**src/rtl/eic_pkg.sv**
```systemverilog
package eic_pkg;

    typedef enum logic [1:0] {
        GW_IDLE = 2'd0,
        GW_PEND = 2'd1,
        GW_BUSY = 2'd2
    } gw_state_e;

    typedef enum logic [2:0] {
        RG_NONE  = 3'd0,
        RG_PRIO  = 3'd1,
        RG_EN    = 3'd2,
        RG_THR   = 3'd3,
        RG_CLAIM = 3'd4
    } region_e;

    localparam logic [31:0] PRIO_BASE  = 32'h0000_0000;
    localparam logic [31:0] PRIO_END   = 32'h0000_1000;
    localparam logic [31:0] EN_BASE    = 32'h0000_2000;
    localparam logic [31:0] EN_STRIDE  = 32'h0000_0080;
    localparam logic [31:0] CTX_BASE   = 32'h0020_0000;
    localparam logic [31:0] CTX_STRIDE = 32'h0000_1000;
    localparam logic [11:0] OFF_THR    = 12'h000;
    localparam logic [11:0] OFF_CLAIM  = 12'h004;

endpackage

```
**src/rtl/eic_gateway.sv**
```systemverilog
module eic_gateway
    import eic_pkg::*;
(
    input  logic clk,
    input  logic rst_n,
    input  logic level,
    input  logic grant,
    input  logic retire,
    output logic pend,
    output logic busy
);

    gw_state_e st_q, st_d;

    always_ff @(posedge clk) begin
        if (!rst_n) st_q <= GW_IDLE;
        else        st_q <= st_d;
    end

    always_comb begin
        st_d = st_q;
        unique case (st_q)
            GW_IDLE: if (level)  st_d = GW_PEND;
            GW_PEND: if (grant)  st_d = GW_BUSY;
            GW_BUSY: if (retire) st_d = GW_IDLE;
            default:             st_d = GW_IDLE;
        endcase
    end

    always_comb begin
        pend = (st_q == GW_PEND);
        busy = (st_q == GW_BUSY);
    end

endmodule

```
**src/rtl/eic_arbiter.sv**
```systemverilog
module eic_arbiter #(
    parameter int NSRC   = 31,
    parameter int PRIO_W = 3,
    parameter int ID_W   = 5
) (
    input  logic [NSRC:1]             pend,
    input  logic [NSRC:1]             en,
    input  logic [NSRC:1][PRIO_W-1:0] prio,
    input  logic [PRIO_W-1:0]         thr,
    output logic                      irq,
    output logic [ID_W-1:0]           win_id
);

    logic [PRIO_W-1:0] best_p;

    // strict compare keeps the lowest ID on equal priority
    always_comb begin
        best_p = '0;
        win_id = '0;
        for (int i = 1; i <= NSRC; i++) begin
            if (pend[i] && en[i] && (prio[i] > thr) && (prio[i] > best_p)) begin
                best_p = prio[i];
                win_id = ID_W'(i);
            end
        end
        irq = (win_id != '0);
    end

endmodule

```
**src/rtl/eic_decode.sv**
```systemverilog
module eic_decode
    import eic_pkg::*;
#(
    parameter int NSRC   = 31,
    parameter int NCTX   = 2,
    parameter int ADDR_W = 26,
    parameter int ID_W   = 5,
    parameter int CTX_W  = 1,
    parameter int NWORDS = 1,
    parameter int EW_W   = 1
) (
    input  logic [ADDR_W-1:0] addr,
    output region_e           region,
    output logic [ID_W-1:0]   src_id,
    output logic [CTX_W-1:0]  ctx,
    output logic [EW_W-1:0]   word
);

    localparam logic [31:0] EN_END  = EN_BASE + 32'(NCTX) * EN_STRIDE;
    localparam logic [31:0] CTX_END = CTX_BASE + 32'(NCTX) * CTX_STRIDE;

    logic [31:0] a;
    logic [31:0] off;
    logic [31:0] idx;

    always_comb begin
        a      = 32'(addr) & ~32'h3;
        region = RG_NONE;
        off    = '0;
        idx    = '0;
        src_id = '0;
        ctx    = '0;
        word   = '0;
        if (a < PRIO_END) begin
            idx    = (a - PRIO_BASE) >> 2;
            src_id = ID_W'(idx);
            if (idx >= 32'd1 && idx <= 32'(NSRC)) region = RG_PRIO;
        end else if (a >= EN_BASE && a < EN_END) begin
            off  = a - EN_BASE;
            ctx  = CTX_W'(off >> 7);
            idx  = {25'd0, off[6:2]};
            word = EW_W'(idx);
            if (idx < 32'(NWORDS)) region = RG_EN;
        end else if (a >= CTX_BASE && a < CTX_END) begin
            off = a - CTX_BASE;
            ctx = CTX_W'(off >> 12);
            if (off[11:0] == OFF_THR)        region = RG_THR;
            else if (off[11:0] == OFF_CLAIM) region = RG_CLAIM;
        end
    end

endmodule

```
**src/rtl/ext_irq_ctrl.sv**
```systemverilog
module ext_irq_ctrl
    import eic_pkg::*;
#(
    parameter int NSRC   = 31,
    parameter int NCTX   = 2,
    parameter int PRIO_W = 3,
    parameter int ADDR_W = 26
) (
    input  logic              clk,
    input  logic              rst_n,
    input  logic              bus_valid,
    input  logic              bus_write,
    input  logic [ADDR_W-1:0] bus_addr,
    input  logic [31:0]       bus_wdata,
    output logic [31:0]       bus_rdata,
    output logic              bus_rvalid,
    input  logic [NSRC:1]     src_irq,
    output logic [NCTX-1:0]   ctx_irq
);

    localparam int ID_W   = $clog2(NSRC + 1);
    localparam int CTX_W  = (NCTX > 1) ? $clog2(NCTX) : 1;
    localparam int NWORDS = (NSRC + 32) / 32;
    localparam int EW_W   = (NWORDS > 1) ? $clog2(NWORDS) : 1;

    logic [NSRC:1][PRIO_W-1:0] prio_q;
    logic [NCTX-1:0][NSRC:1]   en_q;
    logic [NCTX-1:0][PRIO_W-1:0] thr_q;
    logic [NCTX-1:0][ID_W-1:0] win_id;
    logic [NSRC:1]             gw_pend;
    logic [NSRC:1]             gw_busy;

    region_e          region;
    logic [ID_W-1:0]  dec_id;
    logic [CTX_W-1:0] dec_ctx;
    logic [EW_W-1:0]  dec_word;

    logic acc_rd, acc_wr, claim_rd, cmpl_wr, cmpl_ok;
    logic [ID_W-1:0] claim_id, cmpl_id;
    logic [31:0]     rdata_d;

    eic_decode #(
        .NSRC(NSRC), .NCTX(NCTX), .ADDR_W(ADDR_W),
        .ID_W(ID_W), .CTX_W(CTX_W), .NWORDS(NWORDS), .EW_W(EW_W)
    ) u_dec (
        .addr(bus_addr), .region(region), .src_id(dec_id),
        .ctx(dec_ctx), .word(dec_word)
    );

    always_comb begin
        acc_rd   = bus_valid && !bus_write;
        acc_wr   = bus_valid && bus_write;
        claim_rd = acc_rd && (region == RG_CLAIM);
        cmpl_wr  = acc_wr && (region == RG_CLAIM);
        claim_id = win_id[dec_ctx];
        cmpl_ok  = cmpl_wr && (bus_wdata >= 32'd1) && (bus_wdata <= 32'(NSRC));
        cmpl_id  = ID_W'(bus_wdata);
    end

    generate
        for (genvar i = 1; i <= NSRC; i++) begin : g_src
            logic grant_i, retire_i;
            assign grant_i  = claim_rd && (claim_id == ID_W'(i));
            assign retire_i = cmpl_ok && (cmpl_id == ID_W'(i));
            eic_gateway u_gw (
                .clk(clk), .rst_n(rst_n), .level(src_irq[i]),
                .grant(grant_i), .retire(retire_i),
                .pend(gw_pend[i]), .busy(gw_busy[i])
            );
        end

        for (genvar c = 0; c < NCTX; c++) begin : g_ctx
            eic_arbiter #(.NSRC(NSRC), .PRIO_W(PRIO_W), .ID_W(ID_W)) u_arb (
                .pend(gw_pend), .en(en_q[c]), .prio(prio_q), .thr(thr_q[c]),
                .irq(ctx_irq[c]), .win_id(win_id[c])
            );
        end
    endgenerate

    always_ff @(posedge clk) begin
        if (!rst_n) begin
            prio_q <= '0;
            en_q   <= '0;
            thr_q  <= '0;
        end else if (acc_wr) begin
            unique case (region)
                RG_PRIO: prio_q[dec_id] <= bus_wdata[PRIO_W-1:0];
                RG_EN: begin
                    for (int b = 0; b < 32; b++) begin
                        if ((32 * int'(dec_word) + b) >= 1 && (32 * int'(dec_word) + b) <= NSRC)
                            en_q[dec_ctx][32 * int'(dec_word) + b] <= bus_wdata[b];
                    end
                end
                RG_THR:  thr_q[dec_ctx] <= bus_wdata[PRIO_W-1:0];
                default: ;
            endcase
        end
    end

    always_comb begin
        rdata_d = '0;
        unique case (region)
            RG_PRIO: rdata_d = 32'(prio_q[dec_id]);
            RG_EN: begin
                for (int b = 0; b < 32; b++) begin
                    if ((32 * int'(dec_word) + b) >= 1 && (32 * int'(dec_word) + b) <= NSRC)
                        rdata_d[b] = en_q[dec_ctx][32 * int'(dec_word) + b];
                end
            end
            RG_THR:   rdata_d = 32'(thr_q[dec_ctx]);
            RG_CLAIM: rdata_d = 32'(claim_id);
            default:  rdata_d = '0;
        endcase
    end

    always_ff @(posedge clk) begin
        if (!rst_n) begin
            bus_rdata  <= '0;
            bus_rvalid <= 1'b0;
        end else begin
            bus_rvalid <= acc_rd;
            if (acc_rd) bus_rdata <= rdata_d;
        end
    end

endmodule

```
**config.mk**
```make
export PLATFORM = sky130hd
export DESIGN_NAME = ext_irq_ctrl
export DESIGN_NICKNAME = d
export VERILOG_FILES = /design/src/rtl/eic_pkg.sv /design/src/rtl/eic_gateway.sv /design/src/rtl/eic_arbiter.sv /design/src/rtl/eic_decode.sv /design/src/rtl/ext_irq_ctrl.sv
export SDC_FILE = /design/constraint.sdc
export NUM_CORES = 1
export LEC_CHECK = 0
export BUFFER_PORTS_ARGS = -buffer_cell sky130_fd_sc_hd__buf_2
export CORE_MARGIN = 1
export CORE_UTILIZATION = 60
export CTS_CLUSTER_SIZE = 8
export DETAILED_ROUTE_END_ITERATION = 10
export PLACE_DENSITY = 0.78
export SYNTH_ARGS = -nofsm -noshare
export SYNTH_HDL_FRONTEND = slang
export SYNTH_HIERARCHICAL = 1
export SYNTH_SLANG_ARGS = --single-unit
```
**constraint.sdc**
```tcl
create_clock -name clk -period 55.5 [get_ports clk]
set_input_delay 5.55 -clock clk [delete_from_list [all_inputs] [get_ports clk]]
set_output_delay 5.55 -clock clk [all_outputs]
set_load 0.005 [all_outputs]
```
**Word level (Yosys, flattened, before mapping)**

Index checks and enable logic that the tools add are counted.

- Input port bits: 93
- Output and inout bits: 35
- Register bits after elaboration: 256

- Mux-type cells: 681
- Reductions and logical operators: 391
- $lt $le $gt $ge: 263
- Add/subtract/negate cells: 33
- Equality and inequality tests: 222

Operators with widths:

| operator | number |
|---|---|
| 62-bit two-way mux | 125 |
| 62-bit bitwise mux | 32 |
| 32-bit by 1-bit greater-or-equal comparator with 1-bit output, second input constant | 32 |
| 31-bit two-way mux | 33 |
| 31-bit demux with 1-bit select | 32 |
| 32-bit by 2-bit greater-or-equal comparator with 1-bit output, second input constant | 31 |
| 32-bit by 6-bit <= comparator with 1-bit output, second input constant | 31 |
| 3-bit greater-than comparator | 122 |
| 1-bit logical AND | 322 |
| 3-bit two-way mux | 78 |
| 7-bit by 6-bit < comparator with 1-bit output, second input constant | 31 |
| 2-bit two-way mux | 98 |
| 2-bit != test, second input constant | 93 |
| 2-bit case mux with 3 select lines | 31 |
| 5-bit two-way mux | 35 |
| 5-bit equality test, second input constant | 32 |
| 1-bit binary-select mux with 5-bit select | 31 |
| 1-bit demux with 5-bit select | 31 |
| 1-bit two-way mux | 133 |
| 32-bit case mux with 4 select lines | 1 |
| 6-bit by 5-bit adder with 7-bit output, second input constant | 16 |
| 93-bit bitwise mux | 1 |
| 3-bit AND reduction | 31 |
| 5-bit by 4-bit equality test with 1-bit output, second input constant | 16 |
| other kinds (41) | 172 |

**Longest topological paths before layout**

Gate-level depths: netlist of run 1.

- Depth in word-level cells: 163
- Depth in mapped cells: 215

**By module**

The synthesis of run 1 kept the hierarchy.

Modules (own cells, without submodules):

| module | instances | cells each | area an instance (µm²) | sequential area each (µm²) |
|---|---|---|---|---|
| ext_irq_ctrl | 1 | 1,151 | 9,501.6 | 3,883.7 |
| eic_arbiter (g_ctx[1].u_arb) | 1 | 980 | 6,839.1 | 0.0 |
| eic_arbiter (g_ctx[0].u_arb) | 1 | 898 | 6,321.1 | 0.0 |
| eic_gateway | 31 | 10 | 107.6 | 40.0 |
| eic_decode | 1 | 28 | 181.4 | 0.0 |

**Worst setup path before layout of run 1**

OpenSTA, ideal clock, no wires.

- Path type: register to output
- Start point: register thr_q[2] (netlist name)
- End point: output ctx_irq[0]
- Arrival time: 37,783 ps
- Setup slack: 12,167 ps
- Stages on the path, launching flop included: 200
- Path through: dfxtp_1 > inv_1 > ha_1 > a31oi_2 > nand3_1 > ha_1 > nand3_1 > and4_4 > and2_1 > buf_6 > mux2_2 > ha_1 > nand3_1 > and4_1 > nand2_2 > mux2_2 > inv_1 > ha_1 > [... 164 more ...] > ha_1 > nor2_1 > a21oi_1 > o221ai_1 > nand3_2 > mux2_4 > ha_1 > nand3_1 > nand4_1 > nor3_1 > mux2_2 > ha_1 > nand3_1 > nand4_1 > nor3_1 > nor3_1 > nand4_1 > or3_1

RTL lines:

| item | line | source |
|---|---|---|
| from (decl) | ext_irq_ctrl.sv:28 | `logic [NCTX-1:0][PRIO_W-1:0] thr_q;` |
| from (signal, indexed assignment) | ext_irq_ctrl.sv:94 | `RG_THR: thr_q[dec_ctx] <= bus_wdata[PRIO_W-1:0];` |
| to (decl) | ext_irq_ctrl.sv:18 | `output logic [NCTX-1:0] ctx_irq` |

==> qor.yml, run 1 <==
outcome:
  status: "finished, final reports clean"
critical_path:
  worst-endpoint-arrival_ns: 43.67
  slowest_stage: "nor3_1"
  worstSetupPathType: "register to primary output"
  worstSetupEndpointType: "primary output"
  worst_setup_path_start_kind: "register"
  cpMostUsedCell: "ha_1"
  cp_slowest_stage_delay_ns: 0.79
  crit_required_ns: 49.95
  critPathMaxFanout: 10
clock_tree:
  cts_made_buffers: 37
  clkTransAtPathRegs_ns: 0.05
  cts_resized: 0
  clockBufferDepth: 3
  cts_tree: "built"
  cts-hold-fix-buffers: 0
  cts_max_level: 2
  clockRootBuffer: "clkbuf_16"
  cts_sinks: 256
  clk_latency_ns: 0.52
  post_cts_buffers: 0
synth:
  yosysUniqueCellTypes: 137
  synth_area_mm2: 0.02618
  synth_seq_area_share_pct: 19.58
  synthTopCellsByArea: "dfxtp_1 (20%), ha_1 (13%), nand2_1 (6.1%)"
  avgSynthCellArea_um2: 7.775
  netlist_instances: 3367
  syn_nets: 3726
  synth-edff-count: 0
  ys_warn_count: 6
  async_reset_ff_share_pct: 0
  yosys_register_bits: 256
  synth_top_cell_by_area: "dfxtp_1"
  synth_ff_type: "dfxtp_1"
  synth_top_area_share_pct: 19.58
job:
  max_cap_viol_count: 0
layout:
  nFillCells: 3550
  final_core_util_pct: 65.49
  multiInputGateArea_mm2: 0.01996
  nets: 3806
  diodes: 0
  syn2layout_area_growth_pct: 7.757
  drive_above_1_share_pct: 12.79
  regArea_mm2: 0.005125
placed_design:
  hpwl_um: 67090
  io_buffers: 125
  place.gp.congestion: 0.9702
global_routing:
  grt_pass1_vias: 25650
  antenna_found_initial: 2
  grt-ovfl-total: 0
  grt_pass1_wl_um: 137300
  grt_max_degree: 187
  grtUsageTotal_pct: 38.82
sta:
  finalCritPeriodShare_pct: 88.69
  fmax_mhz: 20.32
  slew_viol_final: 0
  slew-limit-headroom_pct: 15.12
  setup_tns_ns: 0
  tightest_slew_ns: 1.262
  setup_viol: 0
  finalHoldViolCount: 0
  rsz0062_at_grt: "no"
  min_period_ns: 49.22
  clock_skew_ns: 0.01793
power_and_ir_drop:
  vdd_drop_max_mv: 0.02455
  p_leak_nw: 10.66
  power.density_mw_per_mm2: 14.60
floorplanning:
  num_rows: 76
  coreArea_mm2: 0.04308
  die_y_um: 210.9
  dieArea_mm2: 0.04447
  ios: 128
  start_util_pct: 60.77
  die_w_um: 210.9
routing:
  ant_nets: 0
  first_pass_iters: 8
  drc: 0
  viasPerCell: 6.686
  drt_iter0_markers: 3216
  wl_per_cell_um: 21.80
  via_count: 26960
  routed_wl_um: 87910
hold_path:
  hold_path.class: "register to register"
==> layout by cell type, fill, tap and decap left out, types with 102 or more instances in the layout <==
| cell type | count |
|---|---|
| nor2_1 | 217 |
| dfxtp_1 | 256 |
| nand3_1 | 142 |
| a21oi_1 | 204 |
| buf_2 | 124 |
| inv_1 | 181 |
| o21ai_0 | 117 |
| nor2b_1 | 130 |
| mux2i_1 | 129 |
| nand2_1 | 424 |
| ha_1 | 266 |
| a21boi_0 | 102 |
==> worst max-delay path: cells and delay by family, from the launching register on <==
family / cells / cell delay (ns)
buffers and inverters: 4 / 0.35
flip-flops: 1 / 0.55
AND/OR/NAND/NOR: 71 / 11.29
adder cells (fa/ha/maj): 35 / 10.04
multiplexers: 14 / 5.10
AO/OA/AOI/OAI: 73 / 15.78
==> where the power goes <==
part	switching [W]	internal [W]	total (W)	leakage, nW
clock network	0.0000789	0.000117	0.000196	0.465
logic	0.0000156	0.0000123	0.0000279	8.12
registers	0.00000173	0.000186	0.000188	2.07
==> cell usage after synthesis, types with 11 or more instances <==
cell	number
maj3_1	14
and2b_4	31
clkbuf_1	61
o21ai_0	117
a211o_1	11
nor2b_1	130
or2_2	30
nor4_1	22
o21a_1	39
a31o_2	12
o211ai_1	32
nor2b_4	31
a21boi_0	102
o31ai_1	15
a311oi_1	37
buf_2	29
ha_1	266
and3_1	21
mux2_2	24
dfxtp_1	256
a211oi_1	19
nor2_1	218
inv_1	181
or3_1	16
a31oi_1	27
a21boi_1	33
nand4_1	26
a21oi_1	205
nand3b_1	21
a32o_1	33
nand2b_1	53
or2b_1	31
nor3_1	69
nand3_1	142
nand2_1	424
a21o_1	59
mux2i_1	129
and2_1	52
o22ai_1	34
nand2b_2	31
==> kinds of logic after synthesis <==
kind of cell    share of synthesized area, %
simple gates                           29.94
compound gates                         26.84
buf+inv                                4.287
fa+ha+maj                              13.29
flops                                  19.58
mux                                    6.065
==> sequential cells by signal, indices dropped and copies added (netlist names) <==
signal           flops
bus_rvalid           1
en_q                62
prio_q              93
g_src.u_gw/st_q     62
bus_rdata           32
thr_q                6
==> per-layer routing <==
metal	vias to the layer above	global-route usage, %	share of wire, %
met5	-	0	0.039
met4	4	17.62	4.5
met3	261	6.170	10
met2	1449	61.49	44
met1	12720	51.74	41
li1	12520	-	-
==> final cells by class <==
type,count,area share (%)
Sequential cell,256,18.17
Tap cell,585,2.595
Inverter,181,2.408
Timing Repair Buffer,144,2.745
Multi-Input combinational cell,2827,70.74
Clock inverter,2,0.06210
Clock buffer,37,3.282
==> per-stage QoR <==
stage	std cells	power (W)	setup WS, ns	hold WS (ns)	area [um2]
after floorplan	3367	0.0002066	12.17	0.4433	26180
after global placement	3993	0.0002173	8.777	0.4538	27270
after detailed placement	3993	0.0002183	7.708	0.4591	27270
after CTS	4032	0.0004116	6.996	0.4669	28210
after global routing	4032	0.0004210	3.194	0.4867	28210
final	4032	0.0004119	6.279	0.4693	28210
==> worst paths after layout <==
| kind | startpoint | to | slack, ns | cells past startpoint |
|---|---|---|---|---|
| worst min-delay path | en_q[11]$_SDFFE_PN0P_ | en_q[11]$_SDFFE_PN0P_ | 0.47 | 2 |
| worst max register to register | prio_q[2]$_SDFFE_PN0P_ | g_src[7].u_gw/st_q[0]$_SDFFE_PN0P_ | 10.74 | 204 |
| worst min register to register | en_q[11]$_SDFFE_PN0P_ | en_q[11]$_SDFFE_PN0P_ | 0.47 | 2 |
| worst max-delay path | prio_q[2]$_SDFFE_PN0P_ | ctx_irq[0] | 6.28 | 197 |
No activity file was read; power rests on OpenSTA's default activity.
==> run 2: changes to the inputs <==
- PLACE_DENSITY: 0.78 -> 0.75
==> qor.yml, run 2 (synthesized netlist as in run 1, its figures left out) <==
critical_path:
  cpMostUsedCell: "ha_1"  # unchanged
  worst-r2r-setup-slack_ns: 10.62  # was 10.74 ns
  worst-endpoint-arrival_ns: 43.77  # was 43.67 ns
  worstSetupEndpointType: "primary output"  # unchanged
  worstSetupPathType: "register to primary output"  # unchanged
  r2r_start: "thr_q[0]$_SDFFE_PN0P_"  # was prio_q[2]$_SDFFE_PN0P_
  slowest_stage: "nor3_1"  # unchanged
  reg2regPathDepth: 203  # was 204
  worst_setup_path_start_kind: "register"  # unchanged
  crit_required_ns: 49.95  # about the same
  reg2reg_to: "g_src[8].u_gw/st_q[0]$_SDFFE_PN0P_"  # was g_src[7].u_gw/st_q[0]$_SDFFE_PN0P_
  critPathMaxFanout: 33  # was 10
  cp_slowest_stage_delay_ns: 0.77  # was 0.79 ns
placed_design:
  place.gp.congestion: 1.031  # was 0.9702
  hpwl_um: 67300  # was 67,090 um
  io_buffers: 125  # unchanged
  dp_cells: 3995  # was 3,993
  post-place-ws_ns: 7.566  # was 7.708 ns
sta:
  rsz0062_at_grt: "no"  # unchanged
  setup_tns_ns: 0  # unchanged
  finalCritPeriodShare_pct: 88.87  # was 88.69%
  min_period_ns: 49.32  # was 49.22 ns
  fmax_mhz: 20.27  # was 20.32 MHz
  setup_viol: 0  # unchanged
  slew_viol_final: 0  # unchanged
  tightest_slew_ns: 1.168  # was 1.262 ns
  finalHoldViolCount: 0  # unchanged
  post-route-worst-setup-slack_ns: 6.176  # was 6.279 ns
  clock_skew_ns: 0.01214  # was 0.01793 ns
  slew-limit-headroom_pct: 22.16  # was 15.12%
routing:
  drt_iter0_markers: 2754  # was 3,216
  first_pass_iters: 6  # was 8
  ant_nets: 0  # unchanged
  viasPerCell: 6.615  # was 6.686
  routed_wl_um: 87920  # was 87,910 um
  wl_per_cell_um: 21.79  # was 21.80 um
  drc: 0  # unchanged
  via_count: 26680  # was 26,960
layout:
  drive_above_1_share_pct: 12.84  # was 12.79%
  final_common_cell: "nand2_1"  # unchanged
  nFillCells: 3623  # was 3,550
  diodes: 0  # unchanged
  nets: 3808  # was 3,806
  stdcell_count: 4034  # was 4,032
  syn2layout_area_growth_pct: 7.814  # was 7.757%
  registers.top_by_ff_count: "prio_q"  # unchanged
  regArea_mm2: 0.005125  # unchanged
  reg_top3: "prio_q (93), en_q (62), g_src.u_gw/st_q (62)"  # unchanged
  multiInputGateArea_mm2: 0.01996  # unchanged
  largest_reg_flops: 93  # unchanged
  final_cell_mix: "nand2_1 (424), ha_1 (266), dfxtp_1 (256)"  # unchanged
floorplanning:
  coreArea_mm2: 0.04308  # unchanged
  num_rows: 76  # unchanged
  die_y_um: 210.9  # unchanged
  start_util_pct: 60.77  # unchanged
  die_w_um: 210.9  # unchanged
  dieArea_mm2: 0.04447  # unchanged
  ios: 128  # unchanged
global_routing:
  grtUsageTotal_pct: 38.69  # was 38.82%
  grt_pass1_wl_um: 136600  # was 137,300 um
  grt-ovfl-total: 0  # unchanged
  grt_pass1_vias: 25500  # was 25,650
  grt_max_degree: 150  # was 187
  antenna_found_initial: 1  # was 2
power_and_ir_drop:
  p_leak_nw: 10.67  # was 10.66 nW
  power.density_mw_per_mm2: 14.59  # was 14.60 mW/mm2
  vdd_drop_max_mv: 0.02396  # was 0.02455 mV
  p_total_w: 0.0004117  # was 0.0004119 W
clock_tree:
  cts_made_buffers: 37  # unchanged
  clk_latency_ns: 0.51  # was 0.52 ns
  cts_max_level: 2  # unchanged
  cts_tree: "built"  # unchanged
  post_cts_buffers: 0  # unchanged
  cts_sinks: 256  # unchanged
  cts_resized: 0  # unchanged
  clkTransAtPathRegs_ns: 0.05  # about the same
  clockRootBuffer: "clkbuf_16"  # unchanged
  clockBufferDepth: 3  # unchanged
  cts-hold-fix-buffers: 0  # unchanged
outcome:
  status: "finished, final reports clean"  # unchanged
job:
  max_cap_viol_count: 0  # unchanged
hold_path:
  min_from: "en_q[10]$_SDFFE_PN0P_"  # was en_q[11]$_SDFFE_PN0P_
  hold_path.class: "register to register"  # unchanged
  holdPathStages: 2  # unchanged
  min_to: "en_q[10]$_SDFFE_PN0P_"  # was en_q[11]$_SDFFE_PN0P_
==> run 2: cell types whose count changed in the layout (fill, tap and decap cells not counted), sizes merged <==
cell and change:
buf +2
==> run 2: how the worst max path moves through the flow <==
stage / from / end / slack [ns] / cells past startpoint
after CTS: thr_q[0]$_SDFFE_PN0P_ / ctx_irq[0] / 6.78 / 198
after floorplan: thr_q[2]$_SDFFE_PN0P_ / ctx_irq[0] / 12.17 / 199
after global routing: thr_q[0]$_SDFFE_PN0P_ / ctx_irq[0] / 3.25 / 199
after detailed placement: thr_q[0]$_SDFFE_PN0P_ / ctx_irq[0] / 7.57 / 199
after global placement: thr_q[0]$_SDFFE_PN0P_ / ctx_irq[0] / 8.46 / 197
final: thr_q[0]$_SDFFE_PN0P_ / ctx_irq[0] / 6.18 / 198
==> run 2: layer usage <==
| layer | track usage (%) | up-vias | share of wire (%) | wire length (um) |
|---|---|---|---|---|
| met5 | 0 | - | 0.015 | 13 |
| met4 | 16.57 | 2 | 4.3 | 3744 |
| met3 | 6.259 | 251 | 9.8 | 8602 |
| met2 | 61.33 | 1365 | 44 | 38510 |
| met1 | 51.85 | 12540 | 42 | 37050 |
| li1 | - | 12520 | - | - |
==> run 2: where the power goes <==
group          switching (W)  total [W]  internal [W]
sequential        0.00000180   0.000188      0.000186
clock              0.0000793   0.000196      0.000117
combinational      0.0000150  0.0000273     0.0000122
total              0.0000961   0.000412      0.000316
==> run 2: per-stage QoR <==
| step | hold slack (ns) | area [um2] | util, % |
|---|---|---|---|
| finish | 0.4702 | 28220 | 65.52 |
| detailed placement | 0.4627 | 27280 | 63.33 |
| CTS | 0.4699 | 28220 | 65.52 |
| global route | 0.4913 | 28220 | 65.52 |
| global placement | 0.4534 | 27280 | 63.33 |
| floorplan | 0.4433 | 26180 | - |
==> run 2: worst max-delay path: cells and delay by family (launching register included) <==
kind | cells | cell delay, ns
AO/OA/AOI/OAI | 75 | 16.23
AND/OR/NAND/NOR | 70 | 11.14
adder cells (fa/ha/maj) | 35 | 10.08
multiplexers | 13 | 4.68
buffers and inverters | 5 | 0.83
flip-flops | 1 | 0.31
==> run 2: cell type report <==
class / count / share of cell area (%)
Tap cell: 585 / 2.593
Clock inverter: 2 / 0.06206
Multi-Input combinational cell: 2827 / 70.70
Clock buffer: 37 / 3.280
Sequential cell: 256 / 18.16
Inverter: 181 / 2.407
Timing Repair Buffer: 146 / 2.797
